**src/rtl/dlx_pkg.sv**
```systemverilog
package dlx_pkg;

    localparam int WORD_W     = 8;
    localparam int IMG_W      = 2 * WORD_W;
    localparam int KEPT_WORDS = 5;
    localparam int CAP_W      = KEPT_WORDS * WORD_W;
    localparam int WIDX_W     = 4;
    localparam int BIDX_W     = $clog2(WORD_W);

    localparam logic [WIDX_W-1:0] FIRST_DATA_WORD = WIDX_W'(3);
    localparam logic [WIDX_W-1:0] LAST_WORD       = WIDX_W'(14);

    typedef enum logic [1:0] {
        PH_IDLE,
        PH_HUNT,
        PH_CAPT
    } phase_e;

    typedef struct packed {
        logic vld;
        logic val;
        logic err;
    } bitres_t;

    // Biphase image of a word: bit 1 -> halves 1,0; bit 0 -> halves 0,1.
    // The first transmitted half lands at the image MSB.
    function automatic logic [IMG_W-1:0] bp_image(input logic [WORD_W-1:0] code);
        logic [IMG_W-1:0] img;
        for (int i = 0; i < WORD_W; i++) begin
            img[2*i+1] = code[i];
            img[2*i]   = ~code[i];
        end
        return img;
    endfunction

    function automatic logic word_kept(input logic [WIDX_W-1:0] w);
        return (w == WIDX_W'(5)) || ((w >= WIDX_W'(11)) && (w <= LAST_WORD));
    endfunction

endpackage

```
**src/rtl/dlx_hunt.sv**
```systemverilog
module dlx_hunt
    import dlx_pkg::*;
#(
    parameter logic [WORD_W-1:0] START_CODE = 8'h5D,
    parameter int                HUNT_LIMIT = 48
) (
    input  logic clk,
    input  logic rst,
    input  logic clr,
    input  logic en,
    input  logic smp,
    output logic hit,
    output logic expire
);
    localparam logic [IMG_W-1:0] IMAGE = bp_image(START_CODE);
    localparam int CNT_W = $clog2(HUNT_LIMIT + 1);

    logic [IMG_W-1:0] win;
    logic [IMG_W-1:0] win_nxt;
    logic [CNT_W-1:0] cnt;

    assign win_nxt = {win[IMG_W-2:0], smp};
    assign hit     = en && (win_nxt == IMAGE);
    assign expire  = en && !hit && (cnt == CNT_W'(HUNT_LIMIT - 1));

    always_ff @(posedge clk) begin
        if (rst || clr) begin
            win <= '0;
            cnt <= '0;
        end else if (en) begin
            win <= win_nxt;
            cnt <= cnt + CNT_W'(1);
        end
    end

    AST_HUNT_BOUND: assert property (@(posedge clk) disable iff (rst)
        en |-> (cnt < CNT_W'(HUNT_LIMIT))) else $error("hunt window overrun");

endmodule

```
**src/rtl/dlx_bpair.sv**
```systemverilog
module dlx_bpair
    import dlx_pkg::*;
(
    input  logic    clk,
    input  logic    rst,
    input  logic    clr,
    input  logic    en,
    input  logic    smp,
    output bitres_t res
);
    logic second;
    logic h1;

    always_comb begin
        res.vld = en && second;
        res.val = h1;
        res.err = (h1 == smp);
    end

    always_ff @(posedge clk) begin
        if (rst || clr) begin
            second <= 1'b0;
            h1     <= 1'b0;
        end else if (en) begin
            second <= ~second;
            if (!second) h1 <= smp;
        end
    end

    AST_HALF_ALTERNATE: assert property (@(posedge clk) disable iff (rst)
        (en && !clr) |=> (second != $past(second))) else $error("half phase stuck");

endmodule

```
**src/rtl/dlx_collect.sv**
```systemverilog
module dlx_collect
    import dlx_pkg::*;
(
    input  logic             clk,
    input  logic             rst,
    input  logic             clr,
    input  bitres_t          bi,
    output logic             last,
    output logic             bad,
    output logic [CAP_W-1:0] cap_img
);
    logic [BIDX_W-1:0] bit_cnt;
    logic [WIDX_W-1:0] word_cnt;
    logic [CAP_W-1:0]  sr;
    logic [CAP_W-1:0]  sr_nxt;
    logic              err_acc;
    logic              kept;
    logic              word_end;

    assign kept     = word_kept(word_cnt);
    assign word_end = (bit_cnt == BIDX_W'(WORD_W - 1));
    assign last     = bi.vld && word_end && (word_cnt == LAST_WORD);
    assign sr_nxt   = (bi.vld && kept) ? {sr[CAP_W-2:0], bi.val} : sr;
    assign bad      = err_acc || (bi.vld && kept && bi.err);
    // arrival order is 5,11,12,13,14; rotating word 5 to the bottom gives 11..14,5
    assign cap_img  = {sr_nxt[CAP_W-WORD_W-1:0], sr_nxt[CAP_W-1 -: WORD_W]};

    always_ff @(posedge clk) begin
        if (rst || clr) begin
            bit_cnt  <= '0;
            word_cnt <= FIRST_DATA_WORD;
            sr       <= '0;
            err_acc  <= 1'b0;
        end else if (bi.vld) begin
            sr      <= sr_nxt;
            err_acc <= bad;
            bit_cnt <= bit_cnt + BIDX_W'(1);
            if (word_end && (word_cnt != LAST_WORD))
                word_cnt <= word_cnt + WIDX_W'(1);
        end
    end

    AST_WORD_SPAN: assert property (@(posedge clk) disable iff (rst)
        (word_cnt >= FIRST_DATA_WORD) && (word_cnt <= LAST_WORD)) else $error("word index out of line");

endmodule

```
**src/rtl/dlx_extract.sv**
```systemverilog
module dlx_extract
    import dlx_pkg::*;
#(
    parameter logic [WORD_W-1:0] START_CODE = 8'h5D,
    parameter int                HUNT_LIMIT = 48
) (
    input  logic             clk,
    input  logic             rst,
    input  logic             line_start,
    input  logic             smp_vld,
    input  logic             smp,
    output logic             done,
    output logic             cap_ok,
    output logic [CAP_W-1:0] cap_data
);
    phase_e           st;
    logic             hunt_en;
    logic             capt_en;
    logic             hit;
    logic             expire;
    logic             seq_clr;
    logic             last;
    logic             bad;
    logic [CAP_W-1:0] cap_img;
    bitres_t          bres;

    assign hunt_en = (st == PH_HUNT) && smp_vld && !line_start;
    assign capt_en = (st == PH_CAPT) && smp_vld && !line_start;
    assign seq_clr = line_start || hit;

    dlx_hunt #(
        .START_CODE (START_CODE),
        .HUNT_LIMIT (HUNT_LIMIT)
    ) u_hunt (
        .clk    (clk),
        .rst    (rst),
        .clr    (line_start),
        .en     (hunt_en),
        .smp    (smp),
        .hit    (hit),
        .expire (expire)
    );

    dlx_bpair u_bpair (
        .clk (clk),
        .rst (rst),
        .clr (seq_clr),
        .en  (capt_en),
        .smp (smp),
        .res (bres)
    );

    dlx_collect u_collect (
        .clk     (clk),
        .rst     (rst),
        .clr     (seq_clr),
        .bi      (bres),
        .last    (last),
        .bad     (bad),
        .cap_img (cap_img)
    );

    always_ff @(posedge clk) begin
        if (rst) begin
            st       <= PH_IDLE;
            done     <= 1'b0;
            cap_ok   <= 1'b0;
            cap_data <= '1;
        end else begin
            done <= 1'b0;
            if (line_start) begin
                st <= PH_HUNT;
            end else begin
                unique case (st)
                    PH_HUNT: begin
                        if (hit)         st <= PH_CAPT;
                        else if (expire) st <= PH_IDLE;
                    end
                    PH_CAPT: begin
                        if (last) begin
                            st       <= PH_IDLE;
                            done     <= 1'b1;
                            cap_ok   <= !bad;
                            cap_data <= cap_img;
                        end
                    end
                    default: st <= PH_IDLE;
                endcase
            end
        end
    end

    AST_DONE_SINGLE: assert property (@(posedge clk) disable iff (rst)
        done |=> !done) else $error("done longer than a cycle");

    AST_ABORT_QUIET: assert property (@(posedge clk) disable iff (rst)
        line_start |=> !done) else $error("done after abort");

    AST_DATA_HOLD: assert property (@(posedge clk) disable iff (rst)
        !done |-> $stable(cap_data)) else $error("result moved without done");

    AST_FLAG_HOLD: assert property (@(posedge clk) disable iff (rst)
        !done |-> $stable(cap_ok)) else $error("flag moved without done");

endmodule

```
**config.mk**
```make
export PLATFORM = sky130hd
export DESIGN_NAME = dlx_extract
export DESIGN_NICKNAME = d
export VERILOG_FILES = /design/src/rtl/dlx_pkg.sv /design/src/rtl/dlx_hunt.sv /design/src/rtl/dlx_bpair.sv /design/src/rtl/dlx_collect.sv /design/src/rtl/dlx_extract.sv
export SDC_FILE = /design/constraint.sdc
export NUM_CORES = 1
export LEC_CHECK = 0
export BUFFER_PORTS_ARGS = -buffer_cell sky130_fd_sc_hd__buf_2
export CAP_MARGIN = 10
export CORE_MARGIN = 2
export CORE_UTILIZATION = 55
export DETAILED_ROUTE_END_ITERATION = 8
export PLACE_DENSITY = 0.78
export SLEW_MARGIN = 20
export SYNTH_ARGS = -nofsm -noshare
export SYNTH_HDL_FRONTEND = slang
export SYNTH_HIERARCHICAL = 1
export SYNTH_SLANG_ARGS = --single-unit
```
**constraint.sdc**
```tcl
create_clock -name clk -period 3.1 [get_ports clk]
set_clock_uncertainty 0.15 [all_clocks]
set_input_delay 0.62 -clock clk [delete_from_list [all_inputs] [get_ports clk]]
set_output_delay 0.62 -clock clk [all_outputs]
set_load 0.01 [all_outputs]
```
==> reports/qor.txt <==
Crit Path Class -> flop to flop
Post-DP Area -> 5530 um^2
Core ar. -> 9240 um^2
Placed cell count -> 664
Grt total ovfl -> 0
Worst skew pair latency -> 510 ps
Worst-path clk slew -> 60 ps
Num rows -> 35
Grt met3 use -> 6.35%
Placed wire-length estimate -> 6350 um
Utilization after layout -> 65.7%
CP Max Fanout -> 31
Layout cells sized above 1 -> 24.7%
Clock Sinks -> 115
Synth Area in XOR/XNOR -> 1.17%
Slowest CP cell -> o31a_2
Layout area overhead -> 15.7%
Startpoint types -> flop
Layout net count -> 565
Final setup viols -> 0
Worst slew margin -> 53.4%
Number of routed nets with antenna violations -> 0
Resized cells post-CTS -> 0
Yosys warns -> 6
RSZ-0062 raised after global routing -> no
Max Fclk -> 403 MHz
Worst vdd ir -> 0.367 mV
Final Non-Filler Cells -> 696
Post-synth net total -> 523
Final worst slack -> 618 ps
Status -> finished, final reports clean
Tcrit/Tclk final -> 80.1%
M1 GR Usage -> 23.8%
Vias in the first global route -> 3395
# H-tree levels -> 4
Mux cell area share after synthesis -> 30.2%
CTS tree -> yes
Min-delay worst type -> input port to flop
Initial Util -> 56.8%
Crit path capture type -> flop
Top FF cell, synth -> dfxtp_1
PwrDens -> 546 nW/um^2
# Post-CTS Setup Buffers -> 0
MaxCap Viol Count -> 0
Largest family of logic cells by synthesized area -> multiplexers
Cts bufs inserted -> 17
Hold buffers post-CTS -> 0
Total leakage power -> 2.31 nW
GRT Overall Usage -> 19.6%
Setup slack at placement -> 203 ps
Most frequent cells in the layout -> dfxtp_1, nor2_1, mux2i_1
Maximum clock path buffer count -> 2
Worst Tran Pin Value -> 699 ps
Pin count of the biggest net entering global routing -> 54
Post-synthesis simple-gate area fraction -> 16.0%
Initial antenna violation count -> 0
DRT Pass-1 Iters -> 6
Yosys reg bits -> 115
Ys async rst share -> 0%
Root buffer cell -> clkbuf_8
Final max-slew violation count -> 0
Final-report hold violation count -> 0
DR DRC count -> 0
EDFF count, synth -> 0
Data arrival, critical path -> 2730 ps
Final WL -> 9640 um
Iter 0 DRT Violations -> 107
Largest stage delay, worst path -> 400 ps
Vias -> 3643
Compound-gate portion of the synthesized area -> 2.27%
GR Util met2 -> 32.2%
Global placer's final weighted congestion -> 0.774
N_diodes -> 0
IO Pins -> 47
Avg Inst Size Synth -> 10.2 um^2
Post-Layout Inst Area -> 6070 um^2
Most Crowded Layer GR -> met2
Count of cell types in the netlist -> 46
Cell family with the largest share of critical-path delay -> simple AND/OR/NAND/NOR gates
Routed vias/inst -> 5.23
Drt wl/cell -> 13.8 um
Adder-Cell Fraction of Synth Area -> 1.43%
CP bufs+invs -> 1
Commonest non-fill, non-tap cell in the layout -> dfxtp_1
Seq/Total Area, Yosys -> 43.9%
Post-Syn Area -> 5250 um^2
Mapped Cells -> 512
Die height -> 102 um
Critical Path, Cell by Cell -> and4bb_2, and2_2, nand2_1, o31a_2, buf_12, mux2_4, nor2_1, mux2i_1
Sum of negative setup slack -> 0 ps
Port-buffer cells -> 46
Die Span X -> 102 um
Min Clock Period, post-route -> 2480 ps
Die ar. -> 10300 um^2
First-pass GRT wire length -> 15800 um
WP data required -> 3340 ps
-- worst register-to-register path, delay by kind of cell, from the launching register on --
| family | cells | cell delay (ps) |
|---|---|---|
| multiplexers | 2 | 430 |
| buffers and inverters | 1 | 200 |
| AO/OA/AOI/OAI | 1 | 400 |
| flip-flops | 1 | 340 |
| AND/OR/NAND/NOR | 4 | 850 |
-- worst paths after layout --
path,start,depth (start not counted),to,slack (ps)
max reg2reg,st[0],8,cap_data[28],620
max,st[0],8,cap_data[28],620
min,line_start,2,st[1],200
min reg2reg,u_collect/sr[39],2,u_collect/sr[39],310
-- Yosys cell counts (2+ instances only) --
cell type / count / area [um^2]
dfxtp_1: 115 / 2300
nor2_1: 109 / 409
mux2i_1: 99 / 991
nand2_1: 47 / 176
mux2_4: 35 / 526
clkbuf_1: 13 / 48.8
buf_4: 6 / 45.0
buf_6: 6 / 67.6
ha_1: 6 / 75.1
mux2_2: 6 / 67.6
buf_8: 4 / 60.1
inv_1: 4 / 15.0
nand3_1: 4 / 20.0
o21ai_0: 4 / 20.0
xnor2_1: 4 / 35.0
and4bb_2: 3 / 37.5
buf_2: 3 / 15.0
nand4_1: 3 / 18.8
o311ai_0: 3 / 26.3
xor2_1: 3 / 26.3
a21oi_1: 2 / 10.0
buf_1: 2 / 7.51
nand3b_1: 2 / 15.0
nand4b_1: 2 / 17.5
nor2b_1: 2 / 12.5
o31a_1: 2 / 17.5
o41ai_1: 2 / 17.5
or2_1: 2 / 12.5
or3_1: 2 / 12.5
-- sequential cells by signal, indices dropped and copies added (netlist names), 2 cells and up --
register and cells:
cap_data 40, st 2, u_collect/bit_cnt 3, u_collect/sr 40, u_collect/word_cnt 4, u_hunt/cnt 6, u_hunt/win 15
-- logic make-up after synthesis --
kind of cell | Yosys count
and+or+nand+nor | 189
muxes | 140
DFF | 115
buffers and inverters | 39
AOI/OAI and AO/OA | 16
xor gates and xnor gates | 7
adders and majority gates | 6
-- routing by layer --
metal	vias to the layer above	routed length [um]	share of wire (%)
li1	1836	-	-
met1	1746	4480	46
met2	51	4750	49
met3	10	306	3.2
met4	0	102	1.1
met5	-	0	0
-- stage by stage --
| stage | total power [mW] | hold slack (ps) |
|---|---|---|
| finish | 3.31 | 200 |
| global route | 3.42 | 190 |
| CTS | 3.35 | 171 |
| detailed placement | 1.58 | 308 |
| global placement | 1.58 | 293 |
| floorplan | 1.56 | 277 |
-- power by group --
group / internal [mW] / total, mW / switching, mW / leakage, nW
clock network: 1.08 / 1.76 / 0.683 / 0.250
registers: 1.48 / 1.48 / 0.00148 / 0.928
logic: 0.0196 / 0.0684 / 0.0488 / 1.13
total: 2.58 / 3.31 / 0.733 / 2.31
-- cell type report --
class                      instances  area, um^2
clock buffer                      20         435
clock inverter                    12         108
fill                             736        3170
inverter                           5        18.8
multi-input combinational        358        2690
sequential                       115        2300
tap                              129         161
timing repair buffer              57         350
No activity file was read; power rests on OpenSTA's default activity.
